### src/rtl/pool4_pkg.sv
package pool4_pkg;

  localparam int unsigned NUM_BANKS      = 2;
  localparam int unsigned SLOTS_PER_BANK = 2;
  localparam int unsigned NUM_SLOTS      = NUM_BANKS * SLOTS_PER_BANK;

  typedef enum logic [1:0] {
    W_IDLE = 2'd0,
    W_FLIP = 2'd1,
    W_PUB  = 2'd2
  } wr_state_e;

  typedef enum logic [1:0] {
    R_IDLE = 2'd0,
    R_COPY = 2'd1,
    R_OUT  = 2'd2
  } rd_state_e;

  typedef struct packed {
    logic bank;
    logic idx;
  } slot_addr_t;

endpackage

### src/rtl/pool4_slots.sv
module pool4_slots
  import pool4_pkg::*;
#(
  parameter int unsigned     DATA_W   = 32,
  parameter logic [DATA_W-1:0] INIT_VAL = '0
) (
  input  logic              clk,
  input  logic              rst_n,
  input  logic              we,
  input  slot_addr_t        waddr,
  input  logic [DATA_W-1:0] wdata,
  input  slot_addr_t        raddr,
  output logic [DATA_W-1:0] rdata
);

  logic [DATA_W-1:0] slot_q [NUM_SLOTS];

  for (genvar g = 0; g < NUM_SLOTS; g++) begin : g_slot
    logic [DATA_W-1:0] q;
    logic              en;

    assign en = we && (waddr == slot_addr_t'(g));

    always_ff @(posedge clk or negedge rst_n) begin
      if (!rst_n) begin
        q <= INIT_VAL;
      end else if (en) begin
        q <= wdata;
      end
    end

    assign slot_q[g] = q;
  end

  assign rdata = slot_q[raddr];

endmodule

### src/rtl/pool4_wr_seq.sv
module pool4_wr_seq
  import pool4_pkg::*;
(
  input  logic       clk,
  input  logic       rst_n,
  input  logic       wr_req,
  input  logic       rd_bank,
  input  logic       rd_take,
  output logic [1:0] toggles,
  output logic       last_bank,
  output logic       store_en,
  output slot_addr_t store_addr,
  output logic       wr_ack
);

  wr_state_e  st_q, st_d;
  logic       next_q, next_d;
  logic       last_q, last_d;
  logic [1:0] tog_q, tog_d;
  logic       ack_q, ack_d;
  logic       rd_bank_eff;

  // When the reader latches its bank on the same edge, the reader is ordered
  // first, so the bank it is about to hold is the one to avoid.
  assign rd_bank_eff = rd_take ? last_q : rd_bank;

  always_comb begin
    st_d   = st_q;
    next_d = next_q;
    last_d = last_q;
    tog_d  = tog_q;
    ack_d  = 1'b0;
    unique case (st_q)
      W_IDLE: begin
        if (wr_req) st_d = W_FLIP;
      end
      W_FLIP: begin
        tog_d[next_q] = ~tog_q[next_q];
        st_d          = W_PUB;
      end
      W_PUB: begin
        last_d = next_q;
        next_d = ~rd_bank_eff;
        ack_d  = 1'b1;
        st_d   = W_IDLE;
      end
      default: st_d = W_IDLE;
    endcase
  end

  always_ff @(posedge clk or negedge rst_n) begin
    if (!rst_n) begin
      st_q   <= W_IDLE;
      next_q <= 1'b0;
      last_q <= 1'b0;
      tog_q  <= 2'b00;
      ack_q  <= 1'b0;
    end else begin
      st_q   <= st_d;
      next_q <= next_d;
      last_q <= last_d;
      tog_q  <= tog_d;
      ack_q  <= ack_d;
    end
  end

  assign store_en        = (st_q == W_IDLE) && wr_req;
  assign store_addr.bank = next_q;
  assign store_addr.idx  = ~tog_q[next_q];
  assign toggles         = tog_q;
  assign last_bank       = last_q;
  assign wr_ack          = ack_q;

endmodule

### src/rtl/pool4_rd_seq.sv
module pool4_rd_seq
  import pool4_pkg::*;
#(
  parameter int unsigned       DATA_W   = 32,
  parameter logic [DATA_W-1:0] INIT_VAL = '0
) (
  input  logic              clk,
  input  logic              rst_n,
  input  logic              rd_req,
  input  logic              last_bank,
  input  logic [1:0]        toggles,
  input  logic [DATA_W-1:0] slot_data,
  output logic              rd_take,
  output logic              rd_bank,
  output logic              deliver,
  output slot_addr_t        sel_addr,
  output logic [DATA_W-1:0] rd_data,
  output logic              rd_ack
);

  rd_state_e         st_q, st_d;
  logic              bank_q, bank_d;
  logic [1:0]        view_q, view_d;
  logic              ack_q, ack_d;
  logic [DATA_W-1:0] data_q;
  logic              data_en;

  always_comb begin
    st_d   = st_q;
    bank_d = bank_q;
    view_d = view_q;
    ack_d  = 1'b0;
    unique case (st_q)
      R_IDLE: begin
        if (rd_req) begin
          bank_d = last_bank;
          st_d   = R_COPY;
        end
      end
      R_COPY: begin
        view_d = toggles;
        st_d   = R_OUT;
      end
      R_OUT: begin
        ack_d = 1'b1;
        st_d  = R_IDLE;
      end
      default: st_d = R_IDLE;
    endcase
  end

  assign data_en = (st_q == R_OUT);

  always_ff @(posedge clk or negedge rst_n) begin
    if (!rst_n) begin
      st_q   <= R_IDLE;
      bank_q <= 1'b0;
      view_q <= 2'b00;
      ack_q  <= 1'b0;
    end else begin
      st_q   <= st_d;
      bank_q <= bank_d;
      view_q <= view_d;
      ack_q  <= ack_d;
    end
  end

  always_ff @(posedge clk or negedge rst_n) begin
    if (!rst_n) begin
      data_q <= INIT_VAL;
    end else if (data_en) begin
      data_q <= slot_data;
    end
  end

  assign rd_take       = (st_q == R_IDLE) && rd_req;
  assign rd_bank       = bank_q;
  assign deliver       = data_en;
  assign sel_addr.bank = bank_q;
  assign sel_addr.idx  = view_q[bank_q];
  assign rd_data       = data_q;
  assign rd_ack        = ack_q;

endmodule

### src/rtl/pool4_buf.sv
module pool4_buf
  import pool4_pkg::*;
#(
  parameter int unsigned       DATA_W   = 32,
  parameter logic [DATA_W-1:0] INIT_VAL = '0,
  parameter int unsigned       SYNC_LEN = 2
) (
  input  logic              clk,
  input  logic              rst_n,
  input  logic              wr_req,
  input  logic [DATA_W-1:0] wr_data,
  output logic              wr_ack,
  input  logic              rd_req,
  output logic [DATA_W-1:0] rd_data,
  output logic              rd_ack
);

  logic [SYNC_LEN-1:0] rst_pipe_q;
  logic                rst_int_n;

  always_ff @(posedge clk or negedge rst_n) begin
    if (!rst_n) begin
      rst_pipe_q <= '0;
    end else begin
      rst_pipe_q <= {rst_pipe_q[SYNC_LEN-2:0], 1'b1};
    end
  end

  assign rst_int_n = rst_pipe_q[SYNC_LEN-1];

  logic              wr_store;
  slot_addr_t        wr_addr;
  logic [1:0]        toggles;
  logic              last_bank;
  logic              rd_take;
  logic              rd_bank;
  logic              rd_out;
  slot_addr_t        rd_addr;
  logic [DATA_W-1:0] slot_rdata;

  pool4_wr_seq u_wr (
    .clk        (clk),
    .rst_n      (rst_int_n),
    .wr_req     (wr_req),
    .rd_bank    (rd_bank),
    .rd_take    (rd_take),
    .toggles    (toggles),
    .last_bank  (last_bank),
    .store_en   (wr_store),
    .store_addr (wr_addr),
    .wr_ack     (wr_ack)
  );

  pool4_rd_seq #(
    .DATA_W   (DATA_W),
    .INIT_VAL (INIT_VAL)
  ) u_rd (
    .clk       (clk),
    .rst_n     (rst_int_n),
    .rd_req    (rd_req),
    .last_bank (last_bank),
    .toggles   (toggles),
    .slot_data (slot_rdata),
    .rd_take   (rd_take),
    .rd_bank   (rd_bank),
    .deliver   (rd_out),
    .sel_addr  (rd_addr),
    .rd_data   (rd_data),
    .rd_ack    (rd_ack)
  );

  pool4_slots #(
    .DATA_W   (DATA_W),
    .INIT_VAL (INIT_VAL)
  ) u_slots (
    .clk   (clk),
    .rst_n (rst_int_n),
    .we    (wr_store),
    .waddr (wr_addr),
    .wdata (wr_data),
    .raddr (rd_addr),
    .rdata (slot_rdata)
  );

endmodule

### config.mk
export PLATFORM = sky130hd
export DESIGN_NAME = pool4_buf
export DESIGN_NICKNAME = d
export VERILOG_FILES = /design/src/rtl/pool4_pkg.sv /design/src/rtl/pool4_slots.sv /design/src/rtl/pool4_wr_seq.sv /design/src/rtl/pool4_rd_seq.sv /design/src/rtl/pool4_buf.sv
export SDC_FILE = /design/constraint.sdc
export NUM_CORES = 1
export LEC_CHECK = 0
export BUFFER_PORTS_ARGS = -buffer_cell sky130_fd_sc_hd__buf_4
export CAP_MARGIN = 20
export CORE_AREA = 2 2 124 126
export DETAILED_ROUTE_END_ITERATION = 12
export DIE_AREA = 0 0 126 128
export PLACE_DENSITY = 0.79
export SYNTH_ARGS = -nofsm -noshare
export SYNTH_HDL_FRONTEND = slang
export SYNTH_SLANG_ARGS = --single-unit
export TNS_END_PERCENT = 5
### constraint.sdc
create_clock -name clk -period 6.9 [get_ports clk]
set_input_delay 1.035 -clock clk [delete_from_list [all_inputs] [get_ports clk]]
set_output_delay 1.035 -clock clk [all_outputs]
set_load 0.03 [all_outputs]
# Word-level counts from Yosys, hierarchy flattened
# Cells that the tools add are included.
[totals] wordCells=59 inputBits=36 out_inout_bits=34 ff_bits=175
[classes] magnitude_cmp=4 bitwise_logic=3 n_mux=17 n_reduce_logical=11 n_eq_ne=9
[ops] operator="$bmux 32 s2" n=1
[ops] operator="$mux 32" n=2
[ops] operator="$eq 2x2->1 const B" n=4
[ops] operator="$mux 1" n=8
[ops] operator="$pmux 2 s2" n=2
[ops] operator="$logic_and 1x1->1" n=7
[ops] operator="$eq 2x1->1 const B" n=3
[ops] operator="$logic_not 2->1" n=3
[ops] operator="$lt 1x2->1 const B" n=2
[ops] operator="$mux 2" n=2
[ops] operator="$ne 2x2->1 const B" n=2
[ops] operator="$ge 3x3->1 const B" n=1
[ops] operator="$not 2->3" n=1
[ops] operator="$bwmux 2" n=1
[ops] operator="$not 1->1" n=2
[ops] operator="$reduce_and 2->1" n=1
[ops] operator="$demux 1 s1" n=1
[ops] operator="$ge 1x1->1 const B" n=1

# Logic depth before layout (Yosys ltp)
[logic_depth] word_depth=6 mapped_depth=6 mapped_depth_nobuf=4

# Modules after synthesis
# From an unflattened synthesis, not the netlist that was laid out.
[unflattened] cells_unflattened=418 hier_area_um2=7437.1
[modules_own_cells] mod="pool4_slots" cells_each=311 seq_area_each_um2=3203.1 area_per_inst_um2=5504.0 instances=1
[modules_own_cells] mod="pool4_rd_seq" cells_each=84 seq_area_each_um2=950.9 area_per_inst_um2=1575.3 instances=1
[modules_own_cells] mod="pool4_wr_seq" cells_each=20 seq_area_each_um2=175.2 area_per_inst_um2=304.0 instances=1
[modules_own_cells] mod="pool4_buf" cells_each=3 seq_area_each_um2=50.0 area_per_inst_um2=53.8 instances=1

# Worst setup path after synthesis
# No wires, ideal clock.
[synth_path] path_kind="in2reg" from="input wr_req" to="register u_slots.g_slot[3].q[1]" path_buffers=1 t_required_ps=6775 arrival_time_ps=2086 path_slack_ps=4689 cell_stages=4 setup_time_ps=125 cell_sequence="nor3b_4 > nor3b_4 > buf_6 > mux2_2"
[synth_via] elab_chain_cells=2
[synth_rtl] item="start: declaration" line_no="pool4_buf.sv:10" source="input logic wr_req,"
[synth_rtl] item="$logic_and 1x1->1" line_no="pool4_wr_seq.sv:67" source="assign store_en = (st_q == W_IDLE) && wr_req;"
[synth_rtl] item="$logic_and 1x1->1" line_no="pool4_slots.sv:22" source="assign en = we && (waddr == slot_addr_t'(g));"
[synth_rtl] item="end signal: assignment" line_no="pool4_slots.sv:28" source="q <= wdata;"
[synth_rtl] item="end: declaration" line_no="pool4_slots.sv:19" source="logic [DATA_W-1:0] q;"
# Every way passes these cells.
# A chain may end at the register's enable or synchronous reset.

# Worst setup path after layout
[layout_path] from="input wr_req" to="register u_slots.g_slot[2].q[10]"
[layout_via] elab_chain_cells=2
[layout_rtl] item="$logic_and 1x1->1" line_no="pool4_wr_seq.sv:67"
[layout_rtl] item="$logic_and 1x1->1" line_no="pool4_slots.sv:22"
[layout_rtl] item="end signal: assignment" line_no="pool4_slots.sv:28"
[layout_rtl] item="end: declaration" line_no="pool4_slots.sv:19"
# Every way passes these cells.

==> metrics.md <==
| Metric | Value |
|---|---|
| Status | finished clean |
| Post-Syn Area | 0.007238 mm² |
| Root Buffer | clkbuf_16 |
| Inserted Clock Buffers | 17 |
| Max-slew violations | 0 |
| Fmax | 391.5 MHz |
| Multi-input logic area | 0.002688 mm² |
| Minimum clock period after layout | 2.554 ns |
| CTS tree | built |
| Antenna Nets Post-Route | 0 |
| P_leak | 0.003878 µW |
| Distinct cells, synth | 19 |
| Largest family of logic cells by synthesized area | multiplexers |
| Worst-path maximum fanout | 32 |
| Yosys warnings | 0 |
| Register area share after synthesis | 60.50% |
| Die ar. | 0.01613 mm² |
| Clk_lat worst skew | 0.43 ns |
| Critical-path cell list | buf_4 > nor3b_4 > nand3_2 > mux2_2 |
| Vias in the first global route | 4397 |
| Avg Cell Area, Syn | 14.92 µm² |
| Setup crit start kind | input port |
| Maximum clock path buffer count | 2 |
| All-layer global routing usage | 19.15% |
| Initial drt markers | 287 |
| Worst rel slew slack | 27.90% |
| # setup viols final | 0 |
| Synth cell count leaders | dfrtp_1, mux2_2, mux2i_1 |
| Final hold viol count | 0 |
| Antenna cell count | 0 |
| Adder-cell share of the synthesized area | 0% |
| Final worst-path cycle share | 37.02% |
| H-tree depth | 4 |
| Synth Area in XOR/XNOR | 0.2420% |
| #FFs+latches synth | 175 |
| Worst vdd ir | 0.2707 mV |
| Pre-Repair DR Iteration Count | 4 |
| IO Pins | 70 |
| Die boundary width | 126 µm |
| Drt drc | 0 |
| Clk sinks | 175 |
| Core area | 0.01486 mm² |
| Wire per inst | 19.63 µm |
| Number of antenna violations at the first check in global routing | 0 |
| Routed vias | 4201 |
| Worst EP arrival | 2.86 ns |
| Die height | 128 µm |
| Pwr dens | 474.3 mW/mm² |
| Routability Congestion | 0.7470 |
| Post-synth EDFFs | 0 |
| Critical Path RT | 7.21 ns |
| # resized after CTS | 0 |
| Register Area | 0.004385 mm² |
| Post-synthesis cell count | 485 |
| Worst Hold Class | flop to asynchronous set/reset pin |
| Post-DP HPWL | 8.682 mm |
| Critical path's largest stage delay | 0.85 ns |
| Hold Buf Count CTS | 0 |
| Top post-synthesis cells by area | dfrtp_1, mux2_2, mux2i_1 |
| Final net count | 587 |
| Initial core utilization | 48.70% |
| Ys flop type | dfrtp_1 |
| Mapped Nets | 521 |
| CTS clk-pin slew, worst paths | 0.06 ns |
| RSZ-0062 raised after global routing | false |
| Worst Tran Pin Value | 1.082 ns |
| Area grow syn2layout | 16.75% |
| Post-Synth Simple-Gate Area | 3.302% |
| Critical Path Sink Type | flop |
| Max Cap Viol | 0 |
| Port Buffers | 69 |
| Compound-gate portion of the synthesized area | 3.872% |
| Largest net degree at the start of global routing | 95 |
| TNS Setup | 0 ns |
| FP Rows | 45 |
| Asr flop ratio synth | 100.0% |
| Placed cell count | 718 |
| Fillers | 1158 |
| Crit Path Category | input port to flop |
| Cell with the most instances after synthesis | dfrtp_1 |
| Final Power | 4009 µW |
| Grt total ovfl | 0 |
| Non-filler cells in the finished layout | 752 |
| Area leader, netlist | dfrtp_1 |
| Yosys top cell area share | 60.50% |
| Vias/cell | 5.586 |
| Share of layout cells above drive strength 1 | 43.26% |
| Slowest CP cell | nand3_2 |
| Post-CTS setup buffer count | 0 |
| Global-route wire length before repair | 23.65 mm |
| Mux contribution to synthesized area | 29.52% |
| Skew final | 0.006354 ns |
| Final WL | 14.76 mm |
## state kept, by name, summed over array words and instances, names as in the netlist
register / cells
u_wr.last_bank: 1
u_wr.wr_ack: 1
u_wr.next_q: 1
u_rd.view_q: 2
u_rd.rd_ack: 1
u_slots.g_slot.q: 128
rst_pipe_q: 2
u_rd.rd_data: 32
u_rd.st_q: 2
u_rd.rd_bank: 1
u_wr.st_q: 2
u_wr.toggles: 2
## layout make-up
class	count	area share, %
clock inverters	13	0.8736
well taps	188	2.784
multi-input cells	278	31.80
inverters	2	0.08884
repair buffers	77	7.314
flip-flops and latches	175	51.90
clock buffers	19	5.241
## cell usage in the layout, fill, tap and decap left out
| master | instances |
|---|---|
| mux2_2 | 128 |
| nor2b_1 | 3 |
| clkinvlp_4 | 2 |
| xor2_1 | 1 |
| inv_1 | 2 |
| xnor2_1 | 1 |
| and2_1 | 1 |
| dfrtp_4 | 1 |
| mux2_1 | 4 |
| clkinv_2 | 10 |
| nand2b_1 | 2 |
| nand3_2 | 2 |
| dfrtp_1 | 172 |
| clkinv_4 | 1 |
| nor3b_1 | 1 |
| mux2i_1 | 65 |
| o221ai_1 | 32 |
| clkbuf_8 | 1 |
| buf_4 | 75 |
| nor3b_4 | 3 |
| nand2_1 | 34 |
| buf_16 | 2 |
| clkbuf_16 | 17 |
| clkbuf_1 | 1 |
| dfrtp_2 | 2 |
| conb_1 | 1 |
## power by group
| group | internal (µW) | switching [µW] | leakage (µW) |
|---|---|---|---|
| sequential | 1510 | 383 | 0.00212 |
| combinational | 711 | 560 | 0.00150 |
| clock | 462 | 379 | 0.000261 |
| total | 2690 | 1320 | 0.00388 |
## stage by stage
stage	worst slack, ns	hold slack [ns]	util (%)	instance area, µm²
6_report	4.346	0.2185	56.85	8451
5_1_grt	4.238	0.2429	56.85	8451
4_1_cts	4.322	0.3557	56.48	8396
3_5_place_dp	3.886	0.3420	53.01	7879
3_3_place_gp	3.918	0.3423	53.01	7879
2_1_floorplan	1.663	0.3312	-	7238
## worst max-delay path, delay by kind of cell
kind / cells / cell delay (ns)
buffers and inverters: 1 / 0.08
multiplexers: 1 / 0.61
AND/OR/NAND/NOR: 2 / 1.13
## logic make-up after synthesis
family,count (synthesis)
buffers and inverters,32
muxes,197
xor gates and xnor gates,2
AOI/OAI and AO/OA,32
other,1
and+or+nand+nor,46
DFF,175
## final timing paths
path | startpoint | endpoint | slack (ns) | cells past startpoint
hold reg to reg | rst_pipe_q[1]$_DFF_PN0_ | u_rd.rd_data[18]$_DFFE_PN0P_ | 0.22 | 0
setup reg to reg | u_wr.st_q[1]$_DFFE_PN0P_ | u_slots.g_slot[2].q[10]$_DFFE_PN0P_ | 4.58 | 3
hold / removal | rst_pipe_q[1]$_DFF_PN0_ | u_rd.rd_data[18]$_DFFE_PN0P_ | 0.22 | 0
setup / recovery | wr_req | u_slots.g_slot[2].q[10]$_DFFE_PN0P_ | 4.35 | 4
max in group asynchronous | rst_pipe_q[1]$_DFF_PN0_ | u_slots.g_slot[1].q[3]$_DFFE_PN0P_ | 5.66 | 2
min in group clk | rst_pipe_q[0]$_DFF_PN0_ | rst_pipe_q[1]$_DFF_PN0_ | 0.35 | 0
## per-layer routing
| layer | vias to the layer above | wire [µm] | track usage [%] |
|---|---|---|---|
| met4 | 0 | 210 | 6.593 |
| met3 | 17 | 702 | 4.758 |
| met5 | - | 0 | 0 |
| met1 | 2165 | 6584 | 25.55 |
| li1 | 1904 | - | - |
| met2 | 115 | 7265 | 30.93 |
Note: power is estimated with default switching activity, not from simulation.
